### src/rtl/stop_stab_timer.sv
module stop_stab_timer #(
  parameter int PRE_W    = 8,
  parameter int TMR_W    = 8,
  parameter int PRE_INIT = 255,
  parameter int TMR_INIT = 1
) (
  input  logic             clk,
  input  logic             rst_n,
  input  logic             stp_i,
  input  logic             wit_i,
  input  logic             irq_i,
  input  logic             irq_dis_i,
  input  logic             preload_off_i,
  input  logic             tick_div16_i,
  input  logic             tick_run_i,
  input  logic             pre_wr_i,
  input  logic [PRE_W-1:0] pre_wdata_i,
  input  logic             tmr_wr_i,
  input  logic [TMR_W-1:0] tmr_wdata_i,
  output logic             cpu_clk_en_o
);
  localparam logic [PRE_W-1:0] PRE_LD = PRE_W'(PRE_INIT);
  localparam logic [TMR_W-1:0] TMR_LD = TMR_W'(TMR_INIT);

  typedef enum logic [1:0] {S_RUN, S_STOP, S_WAIT, S_STAB} st_t;

  st_t              st;
  logic [PRE_W-1:0] pre_cnt, pre_rld;
  logic [TMR_W-1:0] tmr_cnt;
  logic             rst_src;

  wire wake   = irq_i & ~irq_dis_i;
  wire tick   = rst_src ? tick_div16_i : tick_run_i;
  wire pre_uf = (pre_cnt == '0);
  wire done   = tick & pre_uf & (tmr_cnt == '0);
  wire sw_ok  = (st == S_RUN) & ~stp_i & ~wit_i;

  assign cpu_clk_en_o = (st == S_RUN);

  always_ff @(posedge clk or negedge rst_n) begin
    if (!rst_n) begin
      st      <= S_STAB;
      pre_cnt <= PRE_LD;
      pre_rld <= PRE_LD;
      tmr_cnt <= TMR_LD;
      rst_src <= 1'b1;
    end else begin
      unique case (st)
        S_RUN: begin
          if (stp_i) begin
            st <= S_STOP;
            if (!preload_off_i) begin
              pre_cnt <= PRE_LD;
              pre_rld <= PRE_LD;
              tmr_cnt <= TMR_LD;
            end
          end else if (wit_i) begin
            st <= S_WAIT;
          end else begin
            if (pre_wr_i) begin
              pre_cnt <= pre_wdata_i;
              pre_rld <= pre_wdata_i;
            end
            if (tmr_wr_i) tmr_cnt <= tmr_wdata_i;
          end
        end
        S_STOP: if (wake) st <= S_STAB;
        S_WAIT: if (wake) st <= S_RUN;
        S_STAB: begin
          if (tick) begin
            if (pre_uf) begin
              pre_cnt <= pre_rld;
              if (tmr_cnt == '0) begin
                st      <= S_RUN;
                rst_src <= 1'b0;
              end else begin
                tmr_cnt <= tmr_cnt - 1'b1;
              end
            end else begin
              pre_cnt <= pre_cnt - 1'b1;
            end
          end
        end
        default: st <= S_STAB;
      endcase
    end
  end

  p_stop_gates_r5: assert property (@(posedge clk) disable iff (!rst_n)
    (cpu_clk_en_o && stp_i) |=> !cpu_clk_en_o);

  p_stop_holds_r5: assert property (@(posedge clk) disable iff (!rst_n)
    (st == S_STOP && !wake) |=> (st == S_STOP && $stable(pre_cnt) && $stable(tmr_cnt)));

  p_preload_r2: assert property (@(posedge clk) disable iff (!rst_n)
    (cpu_clk_en_o && stp_i && !preload_off_i) |=> (pre_cnt == PRE_LD && tmr_cnt == TMR_LD));

  p_no_preload_r3: assert property (@(posedge clk) disable iff (!rst_n)
    (cpu_clk_en_o && stp_i && preload_off_i) |=> ($stable(pre_cnt) && $stable(tmr_cnt)));

  p_wake_wait_r6: assert property (@(posedge clk) disable iff (!rst_n)
    (st == S_WAIT && wake) |=> cpu_clk_en_o);

  p_rise_src_r10: assert property (@(posedge clk) disable iff (!rst_n)
    $rose(cpu_clk_en_o) |-> ($past(st) == S_WAIT ||
      ($past(st) == S_STAB && $past(pre_cnt) == '0 && $past(tmr_cnt) == '0)));

  p_stab_ignores_r7: assert property (@(posedge clk) disable iff (!rst_n)
    (st == S_STAB && !done) |=> (st == S_STAB));
endmodule

### config.mk
export PLATFORM = sky130hd
export DESIGN_NAME = stop_stab_timer
export DESIGN_NICKNAME = d
export VERILOG_FILES = /design/src/rtl/stop_stab_timer.sv
export SDC_FILE = /design/constraint.sdc
export NUM_CORES = 1
export LEC_CHECK = 0
export BUFFER_PORTS_ARGS = -buffer_cell sky130_fd_sc_hd__buf_2
export CORE_ASPECT_RATIO = 2
export CORE_MARGIN = 2
export CORE_UTILIZATION = 51
export CTS_CLUSTER_DIAMETER = 80
export DETAILED_ROUTE_END_ITERATION = 7
export PLACE_DENSITY_LB_ADDON = 0.1
export REMOVE_ABC_BUFFERS = 1
export SETUP_SLACK_MARGIN = 0.5
export SLEW_MARGIN = 20
export SYNTH_ARGS = -nofsm -noshare
export SYNTH_HDL_FRONTEND = slang
export SYNTH_SLANG_ARGS = --single-unit
export TNS_END_PERCENT = 100
### constraint.sdc
create_clock -name clk -period 3.88 [get_ports clk]
set_input_delay 0.388 -clock clk [delete_from_list [all_inputs] [get_ports clk]]
set_output_delay 0.388 -clock clk [all_outputs]
set_load 0.02 [all_outputs]
==> metrics.txt, run 1 <==
number of flops mapped to enable cells by yosys 0; via count 1783; drt drc 0; TNS Setup 0 ps; Clock Skew 5.66 ps; First DRT Iteration DRCs 55; FFs w/ async S/R, synth 100%; Worst Path Max Fanout 20; Vias/cell 6.46; worst slack, placed 1690 ps; Setup CP Type reg2reg; TritonCTS Buffers 3; final setup vio count 0; initial antenna violation count 0; CTS tree done; Crit. Startpoint st[0]$_DFFE_PN1P_; crit path capture type flip-flop; routability cong. 0.973; commonest non-fill, non-tap cells in the layout 27 x buf_2, 20 x dfstp_2, 19 x nor2_1; P_leak between 0.7 and 0.8 nW; min Tclk post-route 2250 ps; Min Hold Slack 119 ps; reg2reg path depth 4; Critical Path End pre_cnt[5]$_DFFE_PN1P_; fin. max-slew vios 0; CTS sink count 27; CORE AREA approximately 3400 um2; H-tree levels 1; Peak Freq between 0.4 and 0.5 GHz; Port-buffer cells 27; n_diodes 0; R2R Path Start st[0]$_DFFE_PN1P_; final wirelength 5360 um; share of cells above drive strength 1 a little over a quarter; FF-to-FF setup slack about 1600 ps; Worst Setup Slack, final 1630 ps; Worst slew margin 51.5%; ANT nets after route 0; leading area contributor after synthesis dfstp_2; Detail Placement HPWL 4040 um; first-pass GRT wire length 8690 um; worst r2r dst pre_cnt[5]$_DFFE_PN1P_; crit share post-route 58.0%; largest net degree at the start of global routing 28; max cap viols 0; synth top area cells dfstp_2 29%, dfrtp_1 9.5%, nor2_1 3.9%; initial core utilization 53.9%; Area Overhead vs Synth 10.7%; Post-synth top flop dfstp_2; Synth top area share 28.6%; worst-margin pin slew 728 ps; synth unique cells 60; num rows 30; Hold/Removal Path Class in2async; gr usage total 29.3%; synthesized cell area approximately 1800 um2; YS warnings 0; CP arrival 2430 ps; commonest non-fill, non-tap cell in the layout buf_2; Reg clk slew, reported paths 100 ps; Avg Inst Size Synth 8.89 um2; sequential area share after synthesis 38.1%; post-CTS setup buffers 0; drt wl/cell 19.4 um; critical path startpoint category flip-flop; IO Pins 28; # fillers 313; Final Net Count 260; Max IR drop VDD just under 0.0005 V; status completed; CTS Root Cell clkbuf_8; post-cts repair resize count 0; Placed Cells about 270; final non-filler cell area 2040 um2; Finished Layout Cells 276; Hold Vio Cnt, Final 0; Clock Latency Late Sink 280 ps; synthesized instance count approximately 210; GR Overflow Total 0; number of global-route vias before repair ~1800; Required @ worst endpoint 4060 ps; Post-DP Area roughly 2000 um2; TritonRoute pass-1 iters 4; Die Ht 89.0 um; RSZ-0062 raised after global routing false; Cell Pwr Density 724 nW/um2; Clock Tree Buf Depth 2; Die Span X 46.5 um; Hold Buf Count CTS 0; Seq cells post-synth 27; die area 4130 um2
## per-layer routing
metal,wire (um),global-route usage [%],vias up
li1,-,-,843
met1,1890,30.3,873
met2,3170,55.6,54
met3,126,2.42,13
met4,171,13.2,0
met5,0,0,-
## registers in the layout, summed over array words and instances (netlist names)
register,count
st,2
pre_cnt,8
pre_rld,8
tmr_cnt,8
rst_src,1
## worst max-delay path, stage by stage (launching register included)
cell	delay, ps
dfstp_2	610
and2_1	620
and2_1	500
o22ai_1	130
a221oi_1	280
## through the flow
step           utilization (%)  total power [mW]
6_report                  59.7              1.48
5_1_grt                   59.7              1.58
4_1_cts                   59.7              1.47
3_5_place_dp              58.4              1.30
3_3_place_gp              58.4              1.26
2_1_floorplan                -              1.09
## power breakdown
group / switching [mW] / leakage [nW] / total [mW] / internal (mW)
clock: 0.0928 / 0.0228 / 0.167 / 0.0739
sequential: 0.159 / 0.288 / 0.626 / 0.467
combinational: 0.388 / 0.487 / 0.683 / 0.296
total: 0.640 / 0.797 / 1.48 / 0.837
## cells in the mapped netlist (5+ instances only)
master,instances
nand2_1,13
a31oi_1,7
dfstp_2,20
nor3b_1,5
nor2_1,19
clkbuf_1,6
a21oi_1,6
inv_1,10
o21ai_1,8
nor3_1,11
dfrtp_1,7
o21ai_0,9
## kinds of logic after synthesis
family	synth area share, %
AO/OA/AOI/OAI	29.8
AND/OR/NAND/NOR	21.8
flip-flops	38.1
buffers and inverters	4.35
multiplexers	2.38
adder cells (fa/ha/maj)	2.72
XOR/XNOR	0.952
## cell type report
cell class | count | area [um2] | area share (%)
clock buffer | 4 | 45.0 | 2.21
inverter | 10 | 37.5 | 1.84
multi-input combinational | 160 | 1060 | 52.0
sequential | 27 | 701 | 34.4
tap | 48 | 60.1 | 2.95
timing repair buffer | 27 | 135 | 6.63
## worst min path at each step
stage	start	to	slack, ps	depth (start not counted)
2_1_floorplan	rst_n	tmr_cnt[1]$_DFFE_PN0P_	90	0
3_3_place_gp	rst_n	tmr_cnt[6]$_DFFE_PN0P_	420	1
3_5_place_dp	rst_n	tmr_cnt[6]$_DFFE_PN0P_	440	1
4_1_cts	rst_n	tmr_cnt[6]$_DFFE_PN0P_	130	1
5_1_grt	rst_n	tmr_cnt[4]$_DFFE_PN0P_	160	1
6_report	rst_n	tmr_cnt[6]$_DFFE_PN0P_	120	1
No activity file was read; power rests on OpenSTA's default activity.
==> run 2: changes to the inputs <==
clock period = 1.91 ns   (was 3.88 ns; I/O delays follow)
==> metrics.txt, run 2 (synthesis gave the netlist of run 1 again) <==
Max IR drop VDD 0.000886 V; worst-margin pin slew 645 ps; CORE AREA 3420 um2; Peak Freq 0.559 GHz; internal power 2.36 mW; First DRT Iteration DRCs between 60 and 70; FF-to-FF setup slack roughly 120 ps; critical path startpoint category flip-flop; worst slack, placed -39.4 ps; reg2reg path depth 4; CTS sink count 27; RSZ-0062 raised after global routing true; Hold Crit Start pre_wdata_i[7]; number of global-route vias before repair 2072; hold depth 2; Finished Layout Cells 324; Min Hold Slack 145 ps; CP arrival 1970 ps; slowest cell delay on critical path 540 ps; GR Overflow Total 0; Clk pwr share 8.3%; Final Net Count 308; Critical path buffers and inverters 0; Post-DP Area 2190 um2; share of cells above drive strength 1 54.3%; Die Span X 46.5 um; Required @ worst endpoint 2090 ps; leading registers by flop count pre_cnt (8), pre_rld (8), tmr_cnt (8); Hold/Removal Path Class in2reg; kind of cell adding the most delay to the critical path simple AND/OR/NAND/NOR gates; num rows 30; CTS tree done; Die Ht 89.0 um; initial core utilization 53.9%; Worst Setup Slack, final 122 ps; met1 usage 32.1%; Worst slew margin roughly 57%; die area slightly above 4000 um2; GR peak layer met2; met2 GRT Util 61.2%; fin. max-slew vios 0; P_leak ~1.1 nW; Vias/cell 6.18; Clock Tree Buf Depth 2; Area Overhead vs Synth 48.0%; via count 2002; max cap viols 0; TNS Setup 0 ps; Cell Pwr Density between 1000 and 1500 nW/um2; sequence of cells on the critical path or4_4 -> or3_1 -> o211a_1 -> o32ai_2; Hold Vio Cnt, Final 0; final non-filler cell area 2720 um2; Clock Skew 9.69 ps; TritonCTS Buffers 3; R2R Path Start tmr_cnt[0]$_DFFE_PN1P_; Reg clk slew, reported paths 90 ps; n_diodes 0; CTS Root Cell clkbuf_8; TritonRoute pass-1 iters 4; IO Pins 28; Placed Cells 298; Setup CP Type reg2reg; commonest non-fill, non-tap cells in the layout 38 x buf_4, 27 x buf_2, 20 x dfstp_2; first-pass GRT wire length 9520 um; Sw Ratio a little over two fifths; Worst Path Max Fanout 3; status completed; min Tclk post-route 1790 ps; Clock Latency Late Sink approximately 280 ps; initial antenna violation count 0; drt drc 0; hold path endpoint pre_rld[7]$_DFFE_PN1P_; Port-buffer cells 27; largest net degree at the start of global routing 28; Detail Placement HPWL between 4000 and 5000 um; routability cong. a little over 0.9; gr usage total 32.1%; Flop pwr share 30.6%; crit path capture type flip-flop; met3 Usage GRT 2.83%; CP max-delay cell or4_4; Gate power share 61.2%; commonest non-fill, non-tap cell in the layout buf_4; Net Switching 1.69 mW; final setup vio count 0; ANT nets after route 0; crit share post-route a little over nine tenths; H-tree levels 1; worst r2r dst tmr_cnt[5]$_DFFE_PN0P_; drt wl/cell 18.9 um; final wirelength 6130 um
[run 2: cell types whose count changed in the layout (fill, tap and decap cells not counted), moves of 3 or more]
cell / change
and2_4: +3
o21ai_1: -3
buf_4: +38
or4_4: +3
buf_6: +8
and2_1: -3
nor3b_1: -3
nor2_1: -3
or4_1: -3
ha_1: -4
[run 2: repair_timing]
item	4_1_cts	5_1_grt
setup buffers	16	5
setup endpoints to repair	27	25
pin swaps	29	13
hold buffers	1	0
resized for setup	55	17
endpoints found under the hold margin	7	0
[run 2: worst max-delay path by stage]
stage	start	to	slack (ps)	depth (start not counted)
6_report	tmr_cnt[0]$_DFFE_PN1P_	tmr_cnt[5]$_DFFE_PN0P_	120	4
3_5_place_dp	pre_cnt[0]$_DFFE_PN1P_	tmr_cnt[3]$_DFFE_PN0P_	-40	6
5_1_grt	pre_cnt[0]$_DFFE_PN1P_	tmr_cnt[3]$_DFFE_PN0P_	90	6
3_3_place_gp	pre_cnt[2]$_DFFE_PN1P_	pre_cnt[1]$_DFFE_PN1P_	20	5
4_1_cts	tmr_cnt[0]$_DFFE_PN1P_	tmr_cnt[5]$_DFFE_PN0P_	100	4
2_1_floorplan	tmr_cnt[0]$_DFFE_PN1P_	tmr_cnt[3]$_DFFE_PN0P_	9	6
[run 2: layer usage]
layer / vias to the layer above / wire, um
li1: 931 / -
met1: 1003 / 2290
met2: 50 / 3520
met3: 18 / 116
met4: 0 / 202
met5: - / 0
[run 2: power by group through the flow]
stage / clock network (mW) / logic, mW / registers (mW)
2_1_floorplan: 0 / 1.05 / 1.17
3_5_place_dp: 0 / 1.72 / 1.19
4_1_cts: 0.342 / 2.24 / 1.21
3_3_place_gp: 0 / 1.68 / 1.18
6_report: 0.334 / 2.47 / 1.24
5_1_grt: 0.366 / 2.65 / 1.26
[run 2: cell type report]
class	count	area, um2
Clock buffer	4	45.0
Sequential cell	27	701
Tap cell	48	60.1
Inverter	10	37.5
Multi-Input combinational cell	160	1350
Timing Repair Buffer	75	536
Fill cell	232	692
[run 2: metrics by stage]
step / total power, mW / util [%]
2_1_floorplan: 2.21 / -
3_3_place_gp: 2.85 / 64.1
3_5_place_dp: 2.91 / 64.1
4_1_cts: 3.79 / 75.8
5_1_grt: 4.28 / 79.7
6_report: 4.04 / 79.7
[run 2: worst reg2reg max path, delay by kind of cell (launching register included)]
kind            cells  cell delay (ps)
simple gates        2              860
compound gates      2              450
flops               1              390
